### config.mk
export PLATFORM = sky130hd
export DESIGN_NAME = rtc_regfile_ctrl
export DESIGN_NICKNAME = d
export VERILOG_FILES = /design/src/rtl/rtcr_pkg.sv /design/src/rtl/rtcr_ptr.sv /design/src/rtl/rtcr_snap.sv /design/src/rtl/rtcr_store.sv /design/src/rtl/rtc_regfile_ctrl.sv
export SDC_FILE = /design/constraint.sdc
export NUM_CORES = 1
export LEC_CHECK = 0
export BUFFER_PORTS_ARGS = -buffer_cell sky130_fd_sc_hd__buf_2
export CAP_MARGIN = 30
export CORE_ASPECT_RATIO = 1.75
export CORE_MARGIN = 10
export CORE_UTILIZATION = 40
export DETAILED_ROUTE_END_ITERATION = 12
export HOLD_SLACK_MARGIN = 0.06
export PLACE_DENSITY = 0.59
export SLEW_MARGIN = 20
export SYNTH_ARGS = -nofsm -noshare
export SYNTH_HDL_FRONTEND = slang
export SYNTH_SLANG_ARGS = --single-unit
### constraint.sdc
create_clock -name clk -period 6.1 [get_ports clk]
set_clock_uncertainty 0.05 [all_clocks]
set_input_delay 0.61 -clock clk [delete_from_list [all_inputs] [get_ports clk]]
set_output_delay 0.61 -clock clk [all_outputs]
set_load 0.1 [all_outputs]
### src/rtl/rtcr_pkg.sv
package rtcr_pkg;

   localparam int unsigned MAP_BYTES = 20;

   localparam logic [7:0] CLK_HI   = 8'h06;
   localparam logic [7:0] CTL_LO   = 8'h07;
   localparam logic [7:0] CTL_HI   = 8'h0B;
   localparam logic [7:0] ALM_LO   = 8'h0C;
   localparam logic [7:0] ALM_HI   = 8'h11;
   localparam logic [7:0] RAM_LO   = 8'h12;
   localparam logic [7:0] RAM_HI   = 8'h13;
   localparam logic [7:0] STS_ADDR = 8'h07;
   localparam logic [7:0] GAP_ADDR = 8'h09;

   localparam int unsigned STS_AUTO = 7;
   localparam int unsigned STS_WEN  = 4;
   localparam int unsigned STS_ALM  = 2;
   localparam int unsigned STS_BAT  = 1;

   typedef enum logic [2:0] {
      SEC_CLK,
      SEC_CTL,
      SEC_ALM,
      SEC_RAM,
      SEC_NONE
   } sec_e;

   function automatic sec_e sec_of(input logic [7:0] a);
      if (a <= CLK_HI)      return SEC_CLK;
      else if (a <= CTL_HI) return SEC_CTL;
      else if (a <= ALM_HI) return SEC_ALM;
      else if (a <= RAM_HI) return SEC_RAM;
      else                  return SEC_NONE;
   endfunction

   function automatic logic [7:0] sec_first(input sec_e s);
      case (s)
         SEC_CTL: return CTL_LO;
         SEC_ALM: return ALM_LO;
         SEC_RAM: return RAM_LO;
         default: return 8'h00;
      endcase
   endfunction

   function automatic logic [7:0] sec_final(input sec_e s);
      case (s)
         SEC_CLK: return CLK_HI;
         SEC_CTL: return CTL_HI;
         SEC_ALM: return ALM_HI;
         SEC_RAM: return RAM_HI;
         default: return 8'hFF;
      endcase
   endfunction

endpackage

### src/rtl/rtcr_ptr.sv
module rtcr_ptr
   import rtcr_pkg::*;
(
   input  logic       clk,
   input  logic       rst_n,
   input  logic       load,
   input  logic [7:0] load_addr,
   input  logic       adv,
   output logic [7:0] ptr
);

   sec_e       cur_sec;
   logic [7:0] ptr_nxt;

   always_comb begin
      cur_sec = sec_of(ptr);
      if (cur_sec == SEC_NONE)
         ptr_nxt = ptr;
      else if (ptr == sec_final(cur_sec))
         ptr_nxt = sec_first(cur_sec);
      else
         ptr_nxt = ptr + 8'd1;
   end

   always_ff @(posedge clk or negedge rst_n) begin
      if (!rst_n)    ptr <= 8'h00;
      else if (load) ptr <= load_addr;
      else if (adv)  ptr <= ptr_nxt;
   end

   // without a load the pointer never leaves its section
   a_r3_stay_in_section: assert property (@(posedge clk) disable iff (!rst_n)
      (!load && cur_sec != SEC_NONE) |=> (cur_sec == $past(cur_sec)));

   // outside the map the pointer holds
   a_r7_outside_holds: assert property (@(posedge clk) disable iff (!rst_n)
      (!load && cur_sec == SEC_NONE) |=> $stable(ptr));

endmodule

### src/rtl/rtcr_snap.sv
module rtcr_snap #(
   parameter int unsigned DW = 8,
   parameter int unsigned NB = 7
) (
   input  logic             clk,
   input  logic             rst_n,
   input  logic             cap,
   input  logic [NB*DW-1:0] live,
   output logic [NB*DW-1:0] snap
);

   for (genvar k = 0; k < NB; k++) begin : g_lane
      always_ff @(posedge clk or negedge rst_n) begin
         if (!rst_n)   snap[k*DW +: DW] <= '0;
         else if (cap) snap[k*DW +: DW] <= live[k*DW +: DW];
      end
   end

   // the copy changes only on a capture
   a_r5_snap_hold: assert property (@(posedge clk) disable iff (!rst_n)
      !cap |=> $stable(snap));

endmodule

### src/rtl/rtcr_store.sv
module rtcr_store
   import rtcr_pkg::*;
#(
   parameter int unsigned DW     = 8,
   parameter int unsigned NBYTES = MAP_BYTES
) (
   input  logic          clk,
   input  logic          rst_n,
   input  logic          wr_en,
   input  logic [7:0]    wr_addr,
   input  logic [DW-1:0] wr_data,
   input  logic [7:0]    rd_addr,
   input  logic          sts_rd,
   input  logic          txn_open,
   input  logic          txn_close,
   input  logic          evt_alarm,
   input  logic          bat_mode,
   output logic [DW-1:0] rd_byte,
   output logic          wen
);

   localparam int unsigned IW = $clog2(NBYTES);

   logic [DW-1:0] bytes [NBYTES];
   logic          auto_en, alm_flag, bat_flag, sts_seen;
   logic          wr_sts, auto_clr;

   for (genvar i = 0; i < NBYTES; i++) begin : g_byte
      if (i >= int'(CTL_LO) && i != int'(STS_ADDR) && i != int'(GAP_ADDR)) begin : g_rw
         logic [DW-1:0] r;
         always_ff @(posedge clk or negedge rst_n) begin
            if (!rst_n)                        r <= '0;
            else if (wr_en && wr_addr == 8'(i)) r <= wr_data;
         end
         assign bytes[i] = r;
      end else if (i == int'(STS_ADDR)) begin : g_sts
         always_comb begin
            bytes[i]           = '0;
            bytes[i][STS_AUTO] = auto_en;
            bytes[i][STS_WEN]  = wen;
            bytes[i][STS_ALM]  = alm_flag;
            bytes[i][STS_BAT]  = bat_flag;
         end
      end else begin : g_zero
         assign bytes[i] = '0;
      end
   end

   assign wr_sts   = wr_en && (wr_addr == STS_ADDR);
   assign auto_clr = txn_close && auto_en && sts_seen;

   always_ff @(posedge clk or negedge rst_n) begin
      if (!rst_n) begin
         auto_en  <= 1'b0;
         wen      <= 1'b0;
         alm_flag <= 1'b0;
         bat_flag <= 1'b0;
         sts_seen <= 1'b0;
      end else begin
         if (wr_sts) begin
            auto_en <= wr_data[STS_AUTO];
            wen     <= wr_data[STS_WEN];
         end
         if (evt_alarm)     alm_flag <= 1'b1;
         else if (auto_clr) alm_flag <= 1'b0;
         else if (wr_sts)   alm_flag <= alm_flag & wr_data[STS_ALM];
         if (bat_mode)      bat_flag <= 1'b1;
         else if (auto_clr) bat_flag <= 1'b0;
         else if (wr_sts)   bat_flag <= bat_flag & wr_data[STS_BAT];
         if (txn_open || txn_close) sts_seen <= 1'b0;
         else if (sts_rd)           sts_seen <= 1'b1;
      end
   end

   always_comb begin
      if (rd_addr < 8'(NBYTES)) rd_byte = bytes[rd_addr[IW-1:0]];
      else                      rd_byte = '0;
   end

   // flags rise only from their events, never from a write
   a_r8_alm_by_event: assert property (@(posedge clk) disable iff (!rst_n)
      $rose(alm_flag) |-> $past(evt_alarm));
   a_r8_bat_by_event: assert property (@(posedge clk) disable iff (!rst_n)
      $rose(bat_flag) |-> $past(bat_mode));

   // an auto-clearing stop with no new event leaves the alarm flag low
   a_r9_autoclear: assert property (@(posedge clk) disable iff (!rst_n)
      (txn_close && auto_en && sts_seen && !evt_alarm) |=> !alm_flag);

endmodule

### src/rtl/rtc_regfile_ctrl.sv
module rtc_regfile_ctrl
   import rtcr_pkg::*;
#(
   parameter int unsigned DW = 8,
   parameter int unsigned NB = 7
) (
   input  logic             clk,
   input  logic             rst_n,
   input  logic             bat_mode,
   input  logic             txn_start,
   input  logic             start_addr_vld,
   input  logic [7:0]       start_addr,
   input  logic             wr_valid,
   input  logic [DW-1:0]    wr_data,
   input  logic             rd_req,
   input  logic             txn_stop,
   input  logic             evt_alarm,
   input  logic [NB*DW-1:0] tm_live,
   output logic             rd_valid,
   output logic [DW-1:0]    rd_data,
   output logic             tm_wr_en,
   output logic [7:0]       tm_wr_addr,
   output logic [DW-1:0]    tm_wr_data
);

   localparam int unsigned CLK_BYTES = int'(CLK_HI) + 1;

   if (DW != 8) begin : g_bad_dw
      $error("rtc_regfile_ctrl: status layout needs DW == 8");
   end
   if (NB != CLK_BYTES) begin : g_bad_nb
      $error("rtc_regfile_ctrl: NB must match the clock section size");
   end

   logic          acc, ld, cap, do_wr, do_rd, adv, in_clk, wen;
   logic [7:0]    ptr;
   logic [NB*DW-1:0] snap;
   logic [DW-1:0] store_byte, clk_byte;

   assign acc    = !bat_mode;
   assign ld     = acc && txn_start && start_addr_vld;
   assign cap    = acc && txn_start;
   assign do_wr  = acc && wr_valid;
   assign do_rd  = acc && rd_req && !wr_valid;
   assign adv    = do_wr || do_rd;
   assign in_clk = (sec_of(ptr) == SEC_CLK);

   rtcr_ptr u_ptr (
      .clk       (clk),
      .rst_n     (rst_n),
      .load      (ld),
      .load_addr (start_addr),
      .adv       (adv),
      .ptr       (ptr)
   );

   rtcr_snap #(.DW(DW), .NB(NB)) u_snap (
      .clk   (clk),
      .rst_n (rst_n),
      .cap   (cap),
      .live  (tm_live),
      .snap  (snap)
   );

   rtcr_store #(.DW(DW), .NBYTES(MAP_BYTES)) u_store (
      .clk       (clk),
      .rst_n     (rst_n),
      .wr_en     (do_wr && !in_clk),
      .wr_addr   (ptr),
      .wr_data   (wr_data),
      .rd_addr   (ptr),
      .sts_rd    (do_rd && ptr == STS_ADDR),
      .txn_open  (cap),
      .txn_close (acc && txn_stop),
      .evt_alarm (evt_alarm),
      .bat_mode  (bat_mode),
      .rd_byte   (store_byte),
      .wen       (wen)
   );

   assign clk_byte = snap[int'(ptr[2:0])*DW +: DW];

   always_ff @(posedge clk or negedge rst_n) begin
      if (!rst_n) begin
         rd_valid   <= 1'b0;
         rd_data    <= '0;
         tm_wr_en   <= 1'b0;
         tm_wr_addr <= 8'h00;
         tm_wr_data <= '0;
      end else begin
         rd_valid <= do_rd;
         if (do_rd) rd_data <= in_clk ? clk_byte : store_byte;
         tm_wr_en <= do_wr && in_clk && wen;
         if (do_wr && in_clk) begin
            tm_wr_addr <= ptr;
            tm_wr_data <= wr_data;
         end
      end
   end

   // a clock strobe requires the enable bit in the cycle before
   a_r6_strobe_needs_enable: assert property (@(posedge clk) disable iff (!rst_n)
      tm_wr_en |-> $past(wen));

   // a strobe always targets the clock section
   a_r6_strobe_in_clock: assert property (@(posedge clk) disable iff (!rst_n)
      tm_wr_en |-> (tm_wr_addr <= CLK_HI));

   // backup mode yields no read response and no clock strobe
   a_r10_blocked: assert property (@(posedge clk) disable iff (!rst_n)
      bat_mode |=> (!rd_valid && !tm_wr_en));

endmodule

# ---- After elaboration in Yosys (flattened, before gate mapping)
# Index checks and enable logic that the tools add are counted.
dict set report totals {
  regBits 183
  latchBits 0
  ram_bits 0
  romBits 0
  in_bits 81
  out_inout_bits 26
  elab_cells 117
  mem_count 0
}
dict set report op_classes {
  addsub 1
  mul 0
  n_div 0
  n_lt_le_gt_ge 6
  eq_ne 18
  shifts 1
  mux 24
  bitwise_logic 3
  n_reduce_logical 35
}
# cell count
set op_table {}
lappend op_table {{$mux 8} 9}
lappend op_table {{$eq 8x4->1 const B} 7}
lappend op_table {{$shiftx 56x7->8} 1}
lappend op_table {{$bmux 8 s5} 1}
lappend op_table {{$eq 8x5->1 const B} 4}
lappend op_table {{$pmux 8 s4} 1}
lappend op_table {{$logic_and 1x1->1} 24}
lappend op_table {{$le 8x5->1 const B} 2}
lappend op_table {{$pmux 5 s3} 1}
lappend op_table {{$mux 3} 4}
lappend op_table {{$add 8x1->8 const B} 1}
lappend op_table {{$eq 8x3->1 const B} 1}
lappend op_table {{$eq 8x8->1} 1}
lappend op_table {{$le 8x3->1 const B} 1}
lappend op_table {{$le 8x4->1 const B} 1}
lappend op_table {{$lt 8x5->1 const B} 1}
lappend op_table {{$mux 1} 8}
lappend op_table {{$eq 3x2->1 const B} 2}
lappend op_table {{$ge 6x6->1 const B} 1}
lappend op_table {{$not 5->6} 1}
lappend op_table {{$reduce_bool 3->1} 2}
lappend op_table {{$reduce_bool 2->1} 2}
lappend op_table {{$eq 3x1->1 const B} 1}
lappend op_table {{$eq 3x3->1 const B} 1}
lappend op_table {{other kinds (6)} 10}

# ---- Longest topological paths before layout
dict set report logic_depth {
  ltp_word 13
  depth_mapped 11
  ltp_nobuf 7
}

# ---- By module
# From an unflattened synthesis, not the netlist that was laid out.
dict set report unflattened {
  cells_unflattened 671
  area_unflattened_um2 9180.1
}
# mod instances cells_each area_per_inst_um2 seq_area_each_um2
set by_module_without_submodules {}
lappend by_module_without_submodules {rtcr_store 1 305 4484.3 2327.2}
lappend by_module_without_submodules {rtcr_snap 1 118 2243.4 1401.3}
lappend by_module_without_submodules {rtc_regfile_ctrl 1 152 1627.8 650.6}
lappend by_module_without_submodules {rtcr_ptr 1 96 824.5 200.2}

# ---- Least setup slack after synthesis
# Ideal clock, no wire load.
dict set report synth_timing {
  path_type {register to register}
  startpoint {register u_ptr.ptr[0]}
  endpoint {register u_ptr.ptr[2]}
  setup_ns 0.104
  arrival_ns 2.459
  t_required_ns 5.946
  path_slack_ns 3.487
  path_stages_with_launch 11
  n_path_buf 3
  period_less_slack_ns 2.613
  cell_sequence {dfrtp_1 buf_4 clkinv_1 clkbuf_1 ha_1 clkbuf_1 nand3b_1 nand3_1 xnor2_1 or3_4 o311ai_1}
}
dict set report synth_between {
  elab_chain_cells 13
  elab_cells_between_ends 24
  classes_between {1 x add/sub; 4 x order compare; 6 x eq/ne; 11 x mux; 2 x reduce/logical}
}
# item line
set synth_rtl {}
lappend synth_rtl {{start: declaration} rtcr_ptr.sv:9} ;# output logic [7:0] ptr
lappend synth_rtl {{start signal: assignment} rtcr_ptr.sv:27} ;# else if (load) ptr <= load_addr;
lappend synth_rtl {{start signal: assignment} rtcr_ptr.sv:28} ;# else if (adv) ptr <= ptr_nxt;
lappend synth_rtl {{$le 8x5->1} rtcr_pkg.sv:32} ;# else if (a <= RAM_HI) return SEC_RAM;
lappend synth_rtl {{$mux 3} rtcr_pkg.sv:32}
lappend synth_rtl {{$mux 3} rtcr_pkg.sv:31} ;# else if (a <= ALM_HI) return SEC_ALM;
lappend synth_rtl {{$mux 3} rtcr_pkg.sv:30} ;# else if (a <= CTL_HI) return SEC_CTL;
lappend synth_rtl {{$mux 3} rtcr_pkg.sv:29} ;# if (a <= CLK_HI) return SEC_CLK;
lappend synth_rtl {{$eq 3x2->1, or another cell as far along} {rtcr_pkg.sv:37, rtcr_pkg.sv:46}}
lappend synth_rtl {{$pmux 8 s4} rtcr_pkg.sv:46} ;# case (s)
lappend synth_rtl {{$mux 8} rtcr_ptr.sv:17} ;# if (cur_sec == SEC_NONE)
lappend synth_rtl {{$eq 8x8->1} rtcr_ptr.sv:19} ;# else if (ptr == sec_final(cur_sec))
lappend synth_rtl {{$mux 8} rtcr_ptr.sv:19}
lappend synth_rtl {{$mux 8} rtcr_ptr.sv:17}
lappend synth_rtl {{$mux 8} rtcr_ptr.sv:28}
lappend synth_rtl {{$mux 8} rtcr_ptr.sv:27}
# Parallel ways exist; a longest one is shown, timed or not. The select of a mux whose other input is x is not followed.
# A chain may end at the register's enable or synchronous reset.

# ---- Worst setup path after layout
# Same ends and word-level chain as after synthesis.

==> flow_summary.toml <==
[status]
outcome = "completed"

[die]
core-area_um2 = 20900
rows = 70
ioPinCount = 107
initial_core_util = 0.405
die_y_um = 213
die_x_um = 130
die_area_um2 = 27700

[clock_network]
cts_sinks = 183
clockRootBuffer = "clkbuf_16"
cts_buffers = 17
clkLatencyLatePin_ns = 0.44
htreeDepth = 4
postCtsSetupBuffers = 0
clockBufferDepth = 2
post_cts_resized = 0
path_clk_slew_ns = 0.07
cts_tree = "done"

[critical_path]
crit_slowest_cell = "ha_1"
cp_slowest_stage_delay_ns = 0.50
crit_type = "reg -> reg"
cpLargestDelayFamily = "compound AO/OA/AOI/OAI gates"
start_kind = "flip-flop"
path_buf_inv = 1
worstPathCellList = "clkinv_1 -> ha_1 -> nor2_1 -> xnor2_1 -> o32a_1 -> or3_4 -> o311ai_1"
crit_path_end_kind = "flip-flop"
cp.required_ns = 6.38
cp_max_fo = 17
cp.arrival_ns = 3.18

[power_and_ir_drop]
power.static_leakage_uw = 0.00456
ir_drop_v = 0.000310
powerDensity_nw_per_um2 = 418

[sta]
slew_headroom = 0.485
worst_hold_slack_ns = 0.303
fin_crit_ns = 2.90
rsz0062_at_grt = "false"
tightest_slew_ns = 0.772
setup_viol = 0
hold_viol = 0
final_max_slew_viol_count = 0
fin_crit_sh = 0.475
clock.fmax_mhz = 345
final.setup.tns_ns = 0

[logic_synthesis]
synth_cells = 623
yosysMostFrequentCell = "dfrtp_1"
synth_edf_count = 0
synth.top_cells.by_count = "dfrtp_1, mux2_2, nand2_1"
syn_area_um2 = 8480
seq_area_frac_synth = 0.540
synth_top_area_cell = "dfrtp_1"
synth.area.top_cells = "dfrtp_1, mux2_2, mux4_2"
synth-async-reset-ratio = 1.00
syn-num-nets = 708
netlist.area_leader.share = 0.540
yosys_register_bits = 183
netlist-cell-type-count = 51
synth-main-ff-cell = "dfrtp_1"
syn_area_per_cell_um2 = 13.6
synth_warnings = 0

[cells_and_area]
fin_area_um2 = 9870
syn2layout_area_growth_pct = 16.4
drive_gt1_frac = 0.477
diodes = 0
nNetsFinal = 801

[route]
drt-vias-per-instance = 5.63
vias = 5521
drt-initial-drc-count = 342
drc_errors = 0
ant_nets = 0
wl_per_cell_um = 23.4
dr.pass1.iters = 4
totalWireLength_um = 22900

[hold_path]
hold_class = "in -> reg"

[grt]
grt_pass1_wl_um = 35700
grt_pass1_vias = 6180
antenna_found_initial = 1
overflow = 0
grt_max_degree = 80
grt_usage = 0.172

[job]
max_cap_violations = 0

[placed_design]
port_buffers = 106
place_area_um2 = 9250
gp_congestion = 0.925
place_hpwl_um = 16800
==> through the flow <==
| stage | total power [uW] | instances | worst slack (ns) | utilization |
|---|---|---|---|---|
| 2_1_floorplan | 2650 | 623 | 3.49 | - |
| 3_3_place_gp | 3020 | 946 | 3.39 | 0.440 |
| 3_5_place_dp | 3050 | 947 | 3.21 | 0.442 |
| 4_1_cts | 4170 | 980 | 3.21 | 0.470 |
| 5_1_grt | 4320 | 981 | 3.02 | 0.472 |
| 6_report | 4130 | 981 | 3.20 | 0.472 |
==> layout by cell type, fill, tap and decap left out, drive strengths merged, types with 8 or more instances in the layout <==
cell type	n
inv	8
o21ai	9
mux4	24
nor2	28
mux2	170
a221oi	8
nand3	12
clkbuf	22
o211ai	8
dfrtp	183
a21oi	8
nand2	34
buf	113
a31oi	10
==> area by class of cell <==
cell class	instances	area, um2
fillers	1851	11100
flip-flops and latches	183	4580
multi-input cells	393	3720
repair buffers	114	639
clock buffers	22	474
well taps	252	315
clock inverters	10	118
inverters	7	26.3
==> where the power goes <==
part           switching, uW  total (uW)  internal (uW)
registers                161        1590           1430
logic                    932        1430            493
clock network            472        1110            637
==> repair_timing <==
item                                    4_1_cts  5_1_grt
hold buffers                                  1        0
endpoints found under the setup margin        0        0
endpoints found under the hold margin        36        0
==> state kept, by name, summed over array words and instances (netlist names) <==
name	count
u_store.g_byte.g_rw.r	88
u_snap.snap	56
rd_data	8
tm_wr_addr	8
tm_wr_data	8
u_ptr.ptr	8
rd_valid	1
tm_wr_en	1
u_store.alm_flag	1
u_store.auto_en	1
u_store.bat_flag	1
u_store.sts_seen	1
u_store.wen	1
==> cells by family after synthesis <==
logic type | synth area share
muxes | 0.294
DFF | 0.540
and+or+nand+nor | 0.0655
AOI/OAI and AO/OA | 0.0670
buffers and inverters | 0.0227
xor gates and xnor gates | 0.00516
adders and majority gates | 0.00590
==> routing by layer <==
layer / global-route usage / vias to the layer above / wire [um] / share of wire
met1: 0.178 / 2867 / 8130 / 0.35
li1: - / 2500 / - / -
met2: 0.326 / 126 / 13200 / 0.58
met5: 0 / - / 0 / 0
met3: 0.0395 / 28 / 1040 / 0.046
met4: 0.0623 / 0 / 530 / 0.023
==> path summary, 6_finish.rpt <==
kind | start | end | slack [ns] | depth (start not counted)
worst min register to register | tm_wr_addr[7] | tm_wr_addr[7] | 0.44 | 1
max in group asynchronous | rst_n | tm_wr_en | 4.11 | 5
min in group asynchronous | rst_n | u_store.g_byte[19].g_rw.r[3] | 0.58 | 2
worst min-delay path | evt_alarm | u_store.alm_flag | 0.30 | 2
worst max-delay path | u_ptr.ptr[0] | u_ptr.ptr[2] | 3.20 | 7
worst max register to register | u_ptr.ptr[0] | u_ptr.ptr[2] | 3.20 | 7
==> worst register-to-register path, stage by stage, from the launching register on <==
cell and delay, ns:
dfrtp_2 0.36, clkinv_1 0.47, ha_1 0.50, nor2_1 0.22, xnor2_1 0.10, o32a_1 0.40
or3_4 0.38, o311ai_1 0.30
Note: power is estimated with default switching activity, not from simulation.
